<file path="config.mk">
export PLATFORM = sky130hd
export DESIGN_NAME = csx_bus_seq
export DESIGN_NICKNAME = d
export VERILOG_FILES = /design/src/rtl/csx_pkg.sv /design/src/rtl/csx_ctrl_regs.sv /design/src/rtl/csx_area_decode.sv /design/src/rtl/csx_seq_fsm.sv /design/src/rtl/csx_bus_seq.sv
export SDC_FILE = /design/constraint.sdc
export NUM_CORES = 1
export LEC_CHECK = 0
export ABC_AREA = 1
export BUFFER_PORTS_ARGS = -buffer_cell sky130_fd_sc_hd__buf_2
export CAP_MARGIN = 20
export CELL_PAD_IN_SITES_DETAIL_PLACEMENT = 2
export CELL_PAD_IN_SITES_GLOBAL_PLACEMENT = 2
export CORE_ASPECT_RATIO = 2
export CORE_MARGIN = 2
export CORE_UTILIZATION = 27
export CTS_CLUSTER_SIZE = 30
export DETAILED_ROUTE_END_ITERATION = 8
export PLACE_DENSITY = 0.84
export SETUP_SLACK_MARGIN = 0.5
export SYNTH_ARGS = -nofsm -noshare
export SYNTH_HDL_FRONTEND = slang
export SYNTH_HIERARCHICAL = 1
export SYNTH_SLANG_ARGS = --single-unit
</file>
<file path="constraint.sdc">
create_clock -name clk -period 1.5 [get_ports clk]
set_input_delay 0 -clock clk [delete_from_list [all_inputs] [get_ports clk]]
set_output_delay 0 -clock clk [all_outputs]
set_load 0.01 [all_outputs]
</file>
<file path="src/rtl/csx_pkg.sv">
package csx_pkg;
    typedef enum logic [2:0] {
        PH_IDLE,
        PH_LEAD,
        PH_T1,
        PH_T2,
        PH_TRAIL
    } phase_e;
endpackage

</file>
<file path="src/rtl/csx_ctrl_regs.sv">
module csx_ctrl_regs #(
    parameter int N_AREAS = 8
) (
    input  logic               clk,
    input  logic               rst_n,
    input  logic               we,
    input  logic               sel,
    input  logic [N_AREAS-1:0] wdata,
    output logic [N_AREAS-1:0] rdata,
    output logic [N_AREAS-1:0] lead_mask,
    output logic [N_AREAS-1:0] trail_mask
);
    localparam int N_REGS = 2;

    logic [N_AREAS-1:0] mask_d [N_REGS];
    logic [N_AREAS-1:0] mask_q [N_REGS];

    for (genvar g = 0; g < N_REGS; g++) begin : g_reg
        always_comb begin
            mask_d[g] = mask_q[g];
            if (we && (sel == 1'(g))) begin
                mask_d[g] = wdata;
            end
        end

        always_ff @(posedge clk or negedge rst_n) begin
            if (!rst_n) begin
                mask_q[g] <= '0;
            end else begin
                mask_q[g] <= mask_d[g];
            end
        end
    end

    assign lead_mask  = mask_q[0];
    assign trail_mask = mask_q[1];
    assign rdata      = sel ? mask_q[1] : mask_q[0];
endmodule

</file>
<file path="src/rtl/csx_area_decode.sv">
module csx_area_decode #(
    parameter int AREA_BITS = 3,
    localparam int N_AREAS  = 1 << AREA_BITS
) (
    input  logic                 active,
    input  logic [AREA_BITS-1:0] area,
    output logic [N_AREAS-1:0]   cs_n
);
    for (genvar i = 0; i < N_AREAS; i++) begin : g_sel
        assign cs_n[i] = !(active && (area == AREA_BITS'(i)));
    end
endmodule

</file>
<file path="src/rtl/csx_seq_fsm.sv">
module csx_seq_fsm
    import csx_pkg::*;
#(
    parameter int ADDR_W    = 16,
    parameter int DATA_W    = 8,
    parameter int AREA_BITS = 3,
    localparam int N_AREAS  = 1 << AREA_BITS
) (
    input  logic                 clk,
    input  logic                 rst_n,
    input  logic                 req_valid,
    input  logic                 req_write,
    input  logic [ADDR_W-1:0]    req_addr,
    input  logic [DATA_W-1:0]    req_wdata,
    input  logic [N_AREAS-1:0]   lead_mask,
    input  logic [N_AREAS-1:0]   trail_mask,
    input  logic [DATA_W-1:0]    bus_din,
    output logic                 active,
    output logic [AREA_BITS-1:0] area,
    output logic [ADDR_W-1:0]    bus_addr,
    output logic                 bus_rd_n,
    output logic                 bus_wr_n,
    output logic [DATA_W-1:0]    bus_dout,
    output logic                 bus_dout_en,
    output logic                 busy,
    output logic                 done,
    output logic [DATA_W-1:0]    rd_data
);
    typedef struct packed {
        phase_e                phase;
        logic                  write;
        logic [ADDR_W-1:0]     addr;
        logic [DATA_W-1:0]     wdata;
        logic [AREA_BITS-1:0]  area;
        logic                  trail;
        logic [DATA_W-1:0]     rdata;
        logic                  done;
    } seq_t;

    seq_t seq_d, seq_q;
    logic [AREA_BITS-1:0] req_area;
    logic                 in_normal;

    assign req_area = req_addr[ADDR_W-1 -: AREA_BITS];

    always_comb begin
        seq_d      = seq_q;
        seq_d.done = 1'b0;
        unique case (seq_q.phase)
            PH_IDLE: begin
                if (req_valid) begin
                    seq_d.write = req_write;
                    seq_d.addr  = req_addr;
                    seq_d.wdata = req_wdata;
                    seq_d.area  = req_area;
                    seq_d.trail = trail_mask[req_area];
                    seq_d.phase = lead_mask[req_area] ? PH_LEAD : PH_T1;
                end
            end
            PH_LEAD: seq_d.phase = PH_T1;
            PH_T1:   seq_d.phase = PH_T2;
            PH_T2: begin
                if (!seq_q.write) begin
                    seq_d.rdata = bus_din;
                end
                if (seq_q.trail) begin
                    seq_d.phase = PH_TRAIL;
                end else begin
                    seq_d.phase = PH_IDLE;
                    seq_d.done  = 1'b1;
                end
            end
            PH_TRAIL: begin
                seq_d.phase = PH_IDLE;
                seq_d.done  = 1'b1;
            end
            default: seq_d.phase = PH_IDLE;
        endcase
    end

    always_ff @(posedge clk or negedge rst_n) begin
        if (!rst_n) begin
            seq_q <= '{phase: PH_IDLE, default: '0};
        end else begin
            seq_q <= seq_d;
        end
    end

    assign active      = (seq_q.phase != PH_IDLE);
    assign in_normal   = (seq_q.phase == PH_T1) || (seq_q.phase == PH_T2);
    assign area        = seq_q.area;
    assign bus_addr    = active ? seq_q.addr : '0;
    assign bus_rd_n    = !((seq_q.phase == PH_T2) && !seq_q.write);
    assign bus_wr_n    = !((seq_q.phase == PH_T2) && seq_q.write);
    assign bus_dout_en = seq_q.write && in_normal;
    assign bus_dout    = bus_dout_en ? seq_q.wdata : '0;
    assign busy        = active;
    assign done        = seq_q.done;
    assign rd_data     = seq_q.rdata;
endmodule

</file>
<file path="src/rtl/csx_bus_seq.sv">
module csx_bus_seq #(
    parameter int ADDR_W    = 16,
    parameter int DATA_W    = 8,
    parameter int AREA_BITS = 3,
    localparam int N_AREAS  = 1 << AREA_BITS
) (
    input  logic               clk,
    input  logic               rst_n,
    input  logic               cfg_we,
    input  logic               cfg_sel,
    input  logic [N_AREAS-1:0] cfg_wdata,
    output logic [N_AREAS-1:0] cfg_rdata,
    input  logic               req_valid,
    input  logic               req_write,
    input  logic [ADDR_W-1:0]  req_addr,
    input  logic [DATA_W-1:0]  req_wdata,
    output logic               busy,
    output logic               done,
    output logic [DATA_W-1:0]  rd_data,
    output logic [N_AREAS-1:0] bus_cs_n,
    output logic [ADDR_W-1:0]  bus_addr,
    output logic               bus_rd_n,
    output logic               bus_wr_n,
    output logic [DATA_W-1:0]  bus_dout,
    output logic               bus_dout_en,
    input  logic [DATA_W-1:0]  bus_din
);
    logic [N_AREAS-1:0]   lead_mask;
    logic [N_AREAS-1:0]   trail_mask;
    logic                 seq_active;
    logic [AREA_BITS-1:0] seq_area;

    csx_ctrl_regs #(.N_AREAS(N_AREAS)) u_regs (
        .clk        (clk),
        .rst_n      (rst_n),
        .we         (cfg_we),
        .sel        (cfg_sel),
        .wdata      (cfg_wdata),
        .rdata      (cfg_rdata),
        .lead_mask  (lead_mask),
        .trail_mask (trail_mask)
    );

    csx_seq_fsm #(
        .ADDR_W    (ADDR_W),
        .DATA_W    (DATA_W),
        .AREA_BITS (AREA_BITS)
    ) u_fsm (
        .clk         (clk),
        .rst_n       (rst_n),
        .req_valid   (req_valid),
        .req_write   (req_write),
        .req_addr    (req_addr),
        .req_wdata   (req_wdata),
        .lead_mask   (lead_mask),
        .trail_mask  (trail_mask),
        .bus_din     (bus_din),
        .active      (seq_active),
        .area        (seq_area),
        .bus_addr    (bus_addr),
        .bus_rd_n    (bus_rd_n),
        .bus_wr_n    (bus_wr_n),
        .bus_dout    (bus_dout),
        .bus_dout_en (bus_dout_en),
        .busy        (busy),
        .done        (done),
        .rd_data     (rd_data)
    );

    csx_area_decode #(.AREA_BITS(AREA_BITS)) u_dec (
        .active (seq_active),
        .area   (seq_area),
        .cs_n   (bus_cs_n)
    );
endmodule

</file>
==> results of run 1 <==
-- through the flow --
| step | cell area, um2 | power (uW) | util, % | worst slack [ps] |
|---|---|---|---|---|
| after global placement | 3362 | 5217 | 33.12 | 272.7 |
| after CTS | 4324 | 7564 | 42.60 | 84.83 |
| final | 4727 | 8604 | 46.57 | 9.536 |
| after global routing | 4727 | 9102 | 46.57 | -49.93 |
| after detailed placement | 3362 | 5392 | 33.12 | 179.8 |
| after floorplan | 2838 | 4352 | - | 395.8 |
-- power by group --
part	internal (uW)	switching [uW]
sequential	2010	362
clock	623	587
combinational	2160	2860
-- worst register-to-register path, stage by stage (launching register included) --
cell     delay, ps
dfrtp_1        410
inv_2          140
nand3_4        160
nor2_8         220
buf_6          160
buf_12         160
nand2_4         50
o21ai_1        100
-- synth_stat cells, drive strengths merged --
| master | number |
|---|---|
| o211ai | 1 |
| nand4 | 1 |
| clkbuf | 1 |
| buf | 24 |
| nand2 | 128 |
| dfrtp | 54 |
| a21oi | 2 |
| nand3 | 37 |
| inv | 51 |
| o21ai | 28 |
| nor2 | 35 |
-- registers in the layout (all words and copies together), names as in the netlist --
| signal | count |
|---|---|
| u_regs/lead_mask | 8 |
| u_fsm/done | 1 |
| u_fsm/rd_data | 8 |
| u_fsm/seq_q | 29 |
| u_regs/trail_mask | 8 |
-- what timing repair did --
action / CTS / global route
resized for setup: 53 / 76
hold buffers: 40 / 0
setup buffers: 19 / 13
endpoints found under the setup margin: 74 / 81
gates cloned: 4 / 0
pin swaps: 3 / 21
hold endpoints to repair: 100 / 0
-- final timing paths --
kind	startpoint	endpoint	slack [ps]	cells past startpoint
min	req_addr[14]	u_fsm/seq_q[35]	20	3
min reg2reg	u_fsm/rd_data[3]	u_fsm/rd_data[3]	490	2
max in group asynchronous	rst_n	u_fsm/rd_data[4]	1010	3
max	u_fsm/seq_q[40]	bus_wr_n	10	6
min in group asynchronous	rst_n	u_fsm/seq_q[30]	220	3
max reg2reg	u_fsm/seq_q[40]	u_fsm/seq_q[37]	20	7
-- per-layer routing --
layer  part of all wire [%]  global-route usage [%]
met5                      0                       0
met4                    3.0                   7.000
met3                    2.1                   2.002
met2                     64                   46.03
met1                     31                   18.52
-- cells by family (layout without fill, tap and decap cells) --
group / Yosys count / in the layout / share of synthesized area (%)
and+or+nand+nor: 201 / 201 / 31.34
buffers and inverters: 76 / 238 / 14.89
other: 0 / 1 / 0
DFF: 54 / 54 / 48.15
AOI/OAI and AO/OA: 31 / 31 / 5.617
-- area by class of cell --
class / count / area (um2) / share of cell area, %
multi-input cells: 232 / 1433 / 30.31
diodes: 1 / 2.502 / 0.05294
repair buffers: 179 / 1420 / 30.04
clock inverters: 2 / 13.76 / 0.2912
inverters: 51 / 209.0 / 4.420
flip-flops and latches: 54 / 1351 / 28.59
well taps: 135 / 168.9 / 3.573
clock buffers: 6 / 128.9 / 2.726
==> flow_metrics.env, run 1 <==
export IMPL_wl_per_cell_um=19.64
export IMPL_layout_min_cycle_time_ps=1490
export IMPL_syn_area_per_cell_um2=7.753
export IMPL_ys_types=24
export IMPL_start_kind="flop"
export IMPL_fmax_ghz=0.6709
export IMPL_synth_area_top_cells="dfrtp_1 (48%), nand2_1 (17%), inv_1 (6.2%), nand3_1 (6.1%), nor2_1 (4.1%)"
export IMPL_grt_max_degree=55
export IMPL_drive_gt1_share_pct=47.14
export IMPL_critPathArrivalTime_ps=1490
export IMPL_drt_pass1_iter_count=4
export IMPL_drt_total_wl_um=12960
export IMPL_cts_made_buffers=5
export IMPL_required_ps=1500
export IMPL_start_util_pct=27.65
export IMPL_worstSetupPathType="flop to output pin"
export IMPL_slowest_delay_ps=410
export IMPL_avgViaCountPerCell=4.609
export IMPL_slew_headroom_pct=72.90
export IMPL_finClkSkew_ps=14.87
export IMPL_end_kind="output pin"
export IMPL_status="completed"
export IMPL_layout_common_cells="buf_2 (96), nand2_1 (89), dfrtp_1 (54), inv_1 (44), dlygate4sd3_1 (40)"
export IMPL_fin_tns_setup_ps=0
export IMPL_grt_first_pass_wirelength_um=18250
export IMPL_nFillCells=1145
export IMPL_synthesis_area_um2=2806
export IMPL_tightest_slew_ps=406.5
export IMPL_finalCritPeriodShare_pct=99.36
export IMPL_gp_congestion=0.7603
export IMPL_hold_slack_ps=17.04
export IMPL_die_area_um2=11280
export IMPL_slowest_stage="dfrtp_1"
export IMPL_die_w_um=76.09
export IMPL_finalHoldViolCount=0
export IMPL_nets=569
export IMPL_synthCells=362
export IMPL_leakagePower_uw=0.002515
export IMPL_yosysTopAreaCell="dfrtp_1"
export IMPL_htreeDepth=2
export IMPL_crit_path_cell_trace="inv_2 > nand2_4 > nor2_4 > buf_4 > nand2_1 > buf_2"
export IMPL_drtIter0Drc=111
export IMPL_ys_ff_latch=54
export IMPL_clk_pin_slew_ps=80
export IMPL_final_common_cell="buf_2"
export IMPL_drv_slew=0
export IMPL_cts_tree="yes"
export IMPL_io_buffers=98
export IMPL_ios=99
export IMPL_cts_sinks=54
export IMPL_cp_num_buf_inv=3
export IMPL_power_density_nw_per_um2=1820
export IMPL_grt_pass1_vias=3424
export IMPL_critical_path_top_delay_family="buffers and inverters"
export IMPL_core_area_um2=10150
export IMPL_ys_seq_area_share_pct=48.15
export IMPL_clock_path_buffers=2
export IMPL_via_count=3042
export IMPL_ir_worst_vdd_mv=0.7193
export IMPL_rsz0062_at_grt="true"
export IMPL_clock_latency_ps=310
export IMPL_grtUsageTotal_pct=20.79
export IMPL_fin_cells=660
export IMPL_dp_cells=575
export IMPL_yosysWarningCount=6
export IMPL_setup_viol=0
export IMPL_areaGrowthSynthToFinish_pct=68.43
export IMPL_die_h_um=148.2
export IMPL_clock_tree_root_cell="clkbuf_16"
export IMPL_grt_ovfl_total=0
export IMPL_dpl_hpwl_um=6948
export IMPL_syn_nets=408
export IMPL_antenna_found_initial=1
export IMPL_path_max_fanout=4
export IMPL_hp_class="input port to flop"
export IMPL_cap_violations=0
export IMPL_ant_nets=0
export IMPL_row_count=52
export IMPL_drc=0
export IMPL_synth_top_area_share_pct=48.15
Power figures use the tool's default switching activity.
==> run 2, diff against run 1 <==
--- a/config.mk
+++ b/config.mk
@@ -15,7 +15,8 @@
 export CORE_UTILIZATION = 27
 export CTS_CLUSTER_SIZE = 30
 export DETAILED_ROUTE_END_ITERATION = 8
-export PLACE_DENSITY = 0.84
+export HOLD_SLACK_MARGIN = 0.1
+export PLACE_DENSITY = 0.86
 export SETUP_SLACK_MARGIN = 0.5
 export SYNTH_ARGS = -nofsm -noshare
 export SYNTH_HDL_FRONTEND = slang
==> flow_metrics.env, run 2 (synthesis results as in run 1) <==
export IMPL_highest_layer="met4"
export IMPL_power_density_nw_per_um2=2005
export IMPL_hold_depth=3
export IMPL_drt_pass1_iter_count=4
export IMPL_cp_num_cells=8
export IMPL_preCtsSetupSlack_ps=144.5
export IMPL_clock_latency_ps=320
export IMPL_leakagePower_uw=0.002582
export IMPL_required_ps=1730
export IMPL_drtIter0Drc=129
export IMPL_gp_congestion=0.7516
export IMPL_setup_viol=57
export IMPL_htreeDepth=2
export IMPL_start_kind="flop"
export IMPL_avgViaCountPerCell=4.784
export IMPL_worstSetupPathType="flop to flop"
export IMPL_diodes=0
export IMPL_grt_pass1_vias=3559
export IMPL_fmax_ghz=0.6251
export IMPL_ios=99
export IMPL_grt_first_pass_wirelength_um=20660
export IMPL_layout_setup_ws_ps=-99.67
export IMPL_rsz0062_at_grt="true"
export IMPL_slew_headroom_pct=60.11
export IMPL_die_h_um=148.2
export IMPL_drv_slew=0
export IMPL_cts_sinks=54
export IMPL_crit_path_cell_trace="inv_2 > nand3_4 > nor2_8 > buf_6 > buf_12 > buf_16 > nand2_2 > o21ai_2"
export IMPL_status="finished, violations left"
export IMPL_drive_gt1_share_pct=46.89
export IMPL_critical_path_top_delay_family="buffers and inverters"
export IMPL_reg2regPathDepth=8
export IMPL_hp_class="input port to flop"
export IMPL_finalCritPeriodShare_pct=106.6
export IMPL_areaGrowthSynthToFinish_pct=81.90
export IMPL_cts_tree="yes"
export IMPL_layout_common_cells="nand2_1 (100), buf_2 (78), dfrtp_1 (54), dlygate4sd3_1 (43), inv_1 (42)"
export IMPL_met1_length_um=5110
export IMPL_die_area_um2=11280
export IMPL_end_kind="flop"
export IMPL_tightest_slew_ps=598.4
export IMPL_fin_util_pct=50.30
export IMPL_largest_reg_flops=29
export IMPL_drc=0
export IMPL_drt_total_wl_um=15770
export IMPL_via_count=3186
export IMPL_die_w_um=76.09
export IMPL_ant_nets=0
export IMPL_ir_worst_vdd_mv=0.7329
export IMPL_clock_path_buffers=2
export IMPL_path_max_fanout=6
export IMPL_clk_pin_slew_ps=90
export IMPL_finClkSkew_ps=15.75
export IMPL_clock_tree_root_cell="clkbuf_16"
export IMPL_critPathArrivalTime_ps=1830
export IMPL_layout_min_cycle_time_ps=1600
export IMPL_wl_per_cell_um=23.68
export IMPL_wl_met3_um=368
export IMPL_core_area_um2=10150
export IMPL_slowest_delay_ps=450
export IMPL_finalHoldViolCount=0
export IMPL_slowest_stage="dfrtp_1"
export IMPL_cp_num_buf_inv=4
export IMPL_largest_register="u_fsm/seq_q"
export IMPL_r2r_slack_ps=-100
export IMPL_wl_met2_um=9795
export IMPL_cap_violations=0
export IMPL_grtUsageTotal_pct=24.11
export IMPL_nets=576
export IMPL_grt_ovfl_total=0
export IMPL_row_count=52
export IMPL_io_buffers=98
export IMPL_final_common_cell="nand2_1"
export IMPL_grt_max_degree=34
export IMPL_dpl_hpwl_um=6926
export IMPL_violations="setup timing"
export IMPL_fin_tns_setup_ps=-2163
export IMPL_antenna_found_initial=0
export IMPL_start_util_pct=27.65
export IMPL_cts_made_buffers=5
-- run 2: worst register-to-register path, stage by stage (launching register included) --
cell     delay, ps
dfrtp_1        450
inv_2          130
nand3_4        160
nor2_8         230
buf_6          170
buf_12         130
buf_16         130
nand2_2         60
o21ai_2         60
-- run 2: area by class of cell --
cell class,instances,area (um2)
Timing Repair Buffer,186,1710
Clock inverter,3,45.04
Sequential cell,54,1351
Fill cell,1082,5045
Clock buffer,5,125.1
Tap cell,135,168.9
Multi-Input combinational cell,232,1488
Inverter,51,216.5
-- run 2: worst paths after layout --
kind / start / to
min in group asynchronous: rst_n / u_fsm/seq_q[29]
worst max-delay path: u_fsm/seq_q[39] / u_fsm/seq_q[30]
worst min-delay path: cfg_we / u_regs/trail_mask[2]
worst max register to register: u_fsm/seq_q[39] / u_fsm/seq_q[30]
max in group asynchronous: rst_n / u_fsm/rd_data[2]
worst min register to register: u_fsm/rd_data[6] / u_fsm/rd_data[6]
-- run 2: repair_timing --
action	CTS	global route
pin swaps	6	16
setup buffers	21	11
hold endpoints to repair	72	0
setup endpoints to repair	74	82
hold buffers	43	0
gates cloned	8	1
gates resized for setup	87	86
-- run 2: power by group --
| part | total [uW] | switching, uW | internal, uW |
|---|---|---|---|
| combinational | 6440 | 3510 | 2930 |
| sequential | 2400 | 392 | 2010 |
| clock | 1400 | 608 | 790 |
-- run 2: stage by stage --
stage / cell area (um2) / total power, uW / std cells / hold slack [ps]
final: 5105 / 10240 / 666 / 143.4
after global routing: 5105 / 10670 / 666 / 171.8
after CTS: 4588 / 8256 / 654 / 123.9
after detailed placement: 3329 / 5283 / 574 / 18.03
after global placement: 3329 / 5097 / 574 / 11.72
after floorplan: 2838 / 4352 / 362 / -295.6
-- run 2: routing by layer --
layer | vias to the layer above | track usage, %
met2 | 89 | 50.67
met5 | - | 0
met4 | 0 | 9.545
met3 | 25 | 3.337
met1 | 1646 | 22.58
li1 | 1426 | -
==> run 3, diff against run 2 <==
--- a/config.mk
+++ b/config.mk
@@ -11,13 +11,13 @@
 export CELL_PAD_IN_SITES_DETAIL_PLACEMENT = 2
 export CELL_PAD_IN_SITES_GLOBAL_PLACEMENT = 2
 export CORE_ASPECT_RATIO = 2
-export CORE_MARGIN = 2
 export CORE_UTILIZATION = 27
 export CTS_CLUSTER_SIZE = 30
 export DETAILED_ROUTE_END_ITERATION = 8
 export HOLD_SLACK_MARGIN = 0.1
 export PLACE_DENSITY = 0.86
 export SETUP_SLACK_MARGIN = 0.5
+export SKIP_CTS_REPAIR_TIMING = 1
 export SYNTH_ARGS = -nofsm -noshare
 export SYNTH_HDL_FRONTEND = slang
 export SYNTH_HIERARCHICAL = 1
==> flow_metrics.env, run 3 (synthesis results as in run 1) <==
export IMPL_drt_total_wl_um=10610
export IMPL_tightest_slew_ps=408.8
export IMPL_nFillCells=1122
export IMPL_ios=99
export IMPL_finalCritPeriodShare_pct=100.2
export IMPL_place_area_um2=3344
export IMPL_avgViaCountPerCell=4.493
export IMPL_rsz0062_at_grt="true"
export IMPL_via_count=2934
export IMPL_cts_sinks=54
export IMPL_violations="setup timing"
export IMPL_clock_latency_ps=300
export IMPL_clock_path_buffers=2
export IMPL_largest_register="u_fsm/seq_q"
export IMPL_grt_first_pass_wirelength_um=14320
export IMPL_io_buffers=98
export IMPL_grtUsageTotal_pct=17.50
export IMPL_antenna_found_initial=0
export IMPL_grt_pass1_vias=2941
export IMPL_cts_tree="yes"
export IMPL_gp_congestion=0.7672
export IMPL_setup_viol=1
export IMPL_leakagePower_uw=0.002275
export IMPL_clockPowerShare_pct=16.3
export IMPL_preCtsSetupSlack_ps=188.2
export IMPL_wl_per_cell_um=16.25
export IMPL_grt_max_degree=55
export IMPL_cap_violations=0
export IMPL_start_kind="flop"
export IMPL_die_w_um=74.09
export IMPL_critPathArrivalTime_ps=1500
export IMPL_ir_worst_vdd_mv=0.6168
export IMPL_drv_slew=0
export IMPL_finalHoldViolCount=0
export IMPL_areaGrowthSynthToFinish_pct=51.85
export IMPL_die_h_um=146.2
export IMPL_grt_ovfl_total=0
export IMPL_pwr_share_comb_pct=52.4
export IMPL_clk_pin_slew_ps=80
export IMPL_layout_min_cycle_time_ps=1504
export IMPL_drc=0
export IMPL_status="finished, violations left"
export IMPL_slew_headroom_pct=72.75
export IMPL_crit_path_cell_trace="inv_2 > nand3_4 > inv_4 > buf_12 > nor2_1 > buf_2"
export IMPL_worstSetupPathType="flop to output pin"
export IMPL_drtIter0Drc=104
export IMPL_cp_num_buf_inv=4
export IMPL_hp_class="input port to flop"
export IMPL_slowest_delay_ps=420
export IMPL_row_count=52
export IMPL_drive_gt1_share_pct=34.56
export IMPL_finClkSkew_ps=7.368
export IMPL_fmax_ghz=0.6650
export IMPL_layout_setup_ws_ps=-3.662
export IMPL_p_switching_uw=3066
export IMPL_ant_nets=0
export IMPL_core_area_um2=10080
export IMPL_slowest_stage="dfrtp_1"
export IMPL_dpl_hpwl_um=7027
export IMPL_final_common_cell="nand2_1"
export IMPL_p_sw_share_pct=41.86
export IMPL_power_density_nw_per_um2=1719
export IMPL_critical_path_top_delay_family="buffers and inverters"
export IMPL_nets=563
export IMPL_power_frac_seq_pct=31.3
export IMPL_drt_pass1_iter_count=4
export IMPL_clock_tree_root_cell="clkbuf_16"
export IMPL_internal_power_uw=4259
export IMPL_seqCellArea_um2=1351
export IMPL_end_kind="output pin"
export IMPL_die_area_um2=10830
export IMPL_start_util_pct=27.83
export IMPL_multi_input_area_um2=1112
export IMPL_path_max_fanout=16
export IMPL_final_area_um2=4262
export IMPL_htreeDepth=2
export IMPL_cts_made_buffers=5
export IMPL_layout_common_cells="nand2_1 (114), buf_2 (96), dfrtp_1 (54), inv_1 (44), dlygate4sd3_1 (43)"
export IMPL_diodes=0
export IMPL_required_ps=1500
export IMPL_largest_reg_flops=29
run 3: power by group through the flow:
| stage | Combinational, uW | Sequential [uW] | Clock [uW] |
|---|---|---|---|
| floorplan | 2150 | 2210 | 0 |
| global placement | 2860 | 2260 | 0 |
| detailed placement | 3010 | 2310 | 0 |
| CTS | 3030 | 2280 | 1220 |
| global route | 4210 | 2340 | 1270 |
| finish | 3840 | 2290 | 1190 |
run 3: layout make-up:
class                           count  share of cell area (%)
Clock buffer                        5                   2.936
Clock inverter                      3                  0.4991
Timing Repair Buffer              173                   30.01
Tap cell                          135                   3.964
Inverter                           51                   4.786
Multi-Input combinational cell    232                   26.10
Sequential cell                    54                   31.71
run 3: through the flow:
stage,instances,utilization (%),TNS [ps],power [uW],hold WS (ps)
2_1_floorplan,362,-,0,4352,-295.6
3_3_place_gp,576,33.16,0,5123,21.34
3_5_place_dp,576,33.16,0,5320,25.17
4_1_cts,584,34.62,-936.1,6537,-295.4
5_1_grt,653,42.26,-139.5,7818,110.5
6_report,653,42.26,-3.662,7325,96.05
run 3: routing by layer:
metal	share of wire, %	GRT usage, %
met5	0	0
met4	3.0	5.481
met3	3.0	2.968
met2	61	36.00
met1	33	15.89
run 3: path summary, 6_finish.rpt:
check | slack [ps] | startpoint | depth (start not counted) | end
setup reg to reg | 30 | u_fsm/seq_q[39] | 8 | u_fsm/seq_q[21]
setup / recovery | -4 | u_fsm/seq_q[39] | 6 | bus_addr[10]
min in group asynchronous | 240 | rst_n | 3 | u_regs/trail_mask[1]
max in group asynchronous | 1010 | rst_n | 3 | u_fsm/rd_data[2]
hold reg to reg | 480 | u_fsm/seq_q[9] | 1 | u_fsm/done
hold / removal | 100 | cfg_we | 3 | u_regs/lead_mask[6]
run 3: worst register-to-register path, delay by kind of cell (launching register included):
| kind | cells | cell delay [ps] |
|---|---|---|
| and+or+nand+nor | 3 | 300 |
| AOI/OAI and AO/OA | 1 | 100 |
| buffers and inverters | 4 | 550 |
| DFF | 1 | 430 |
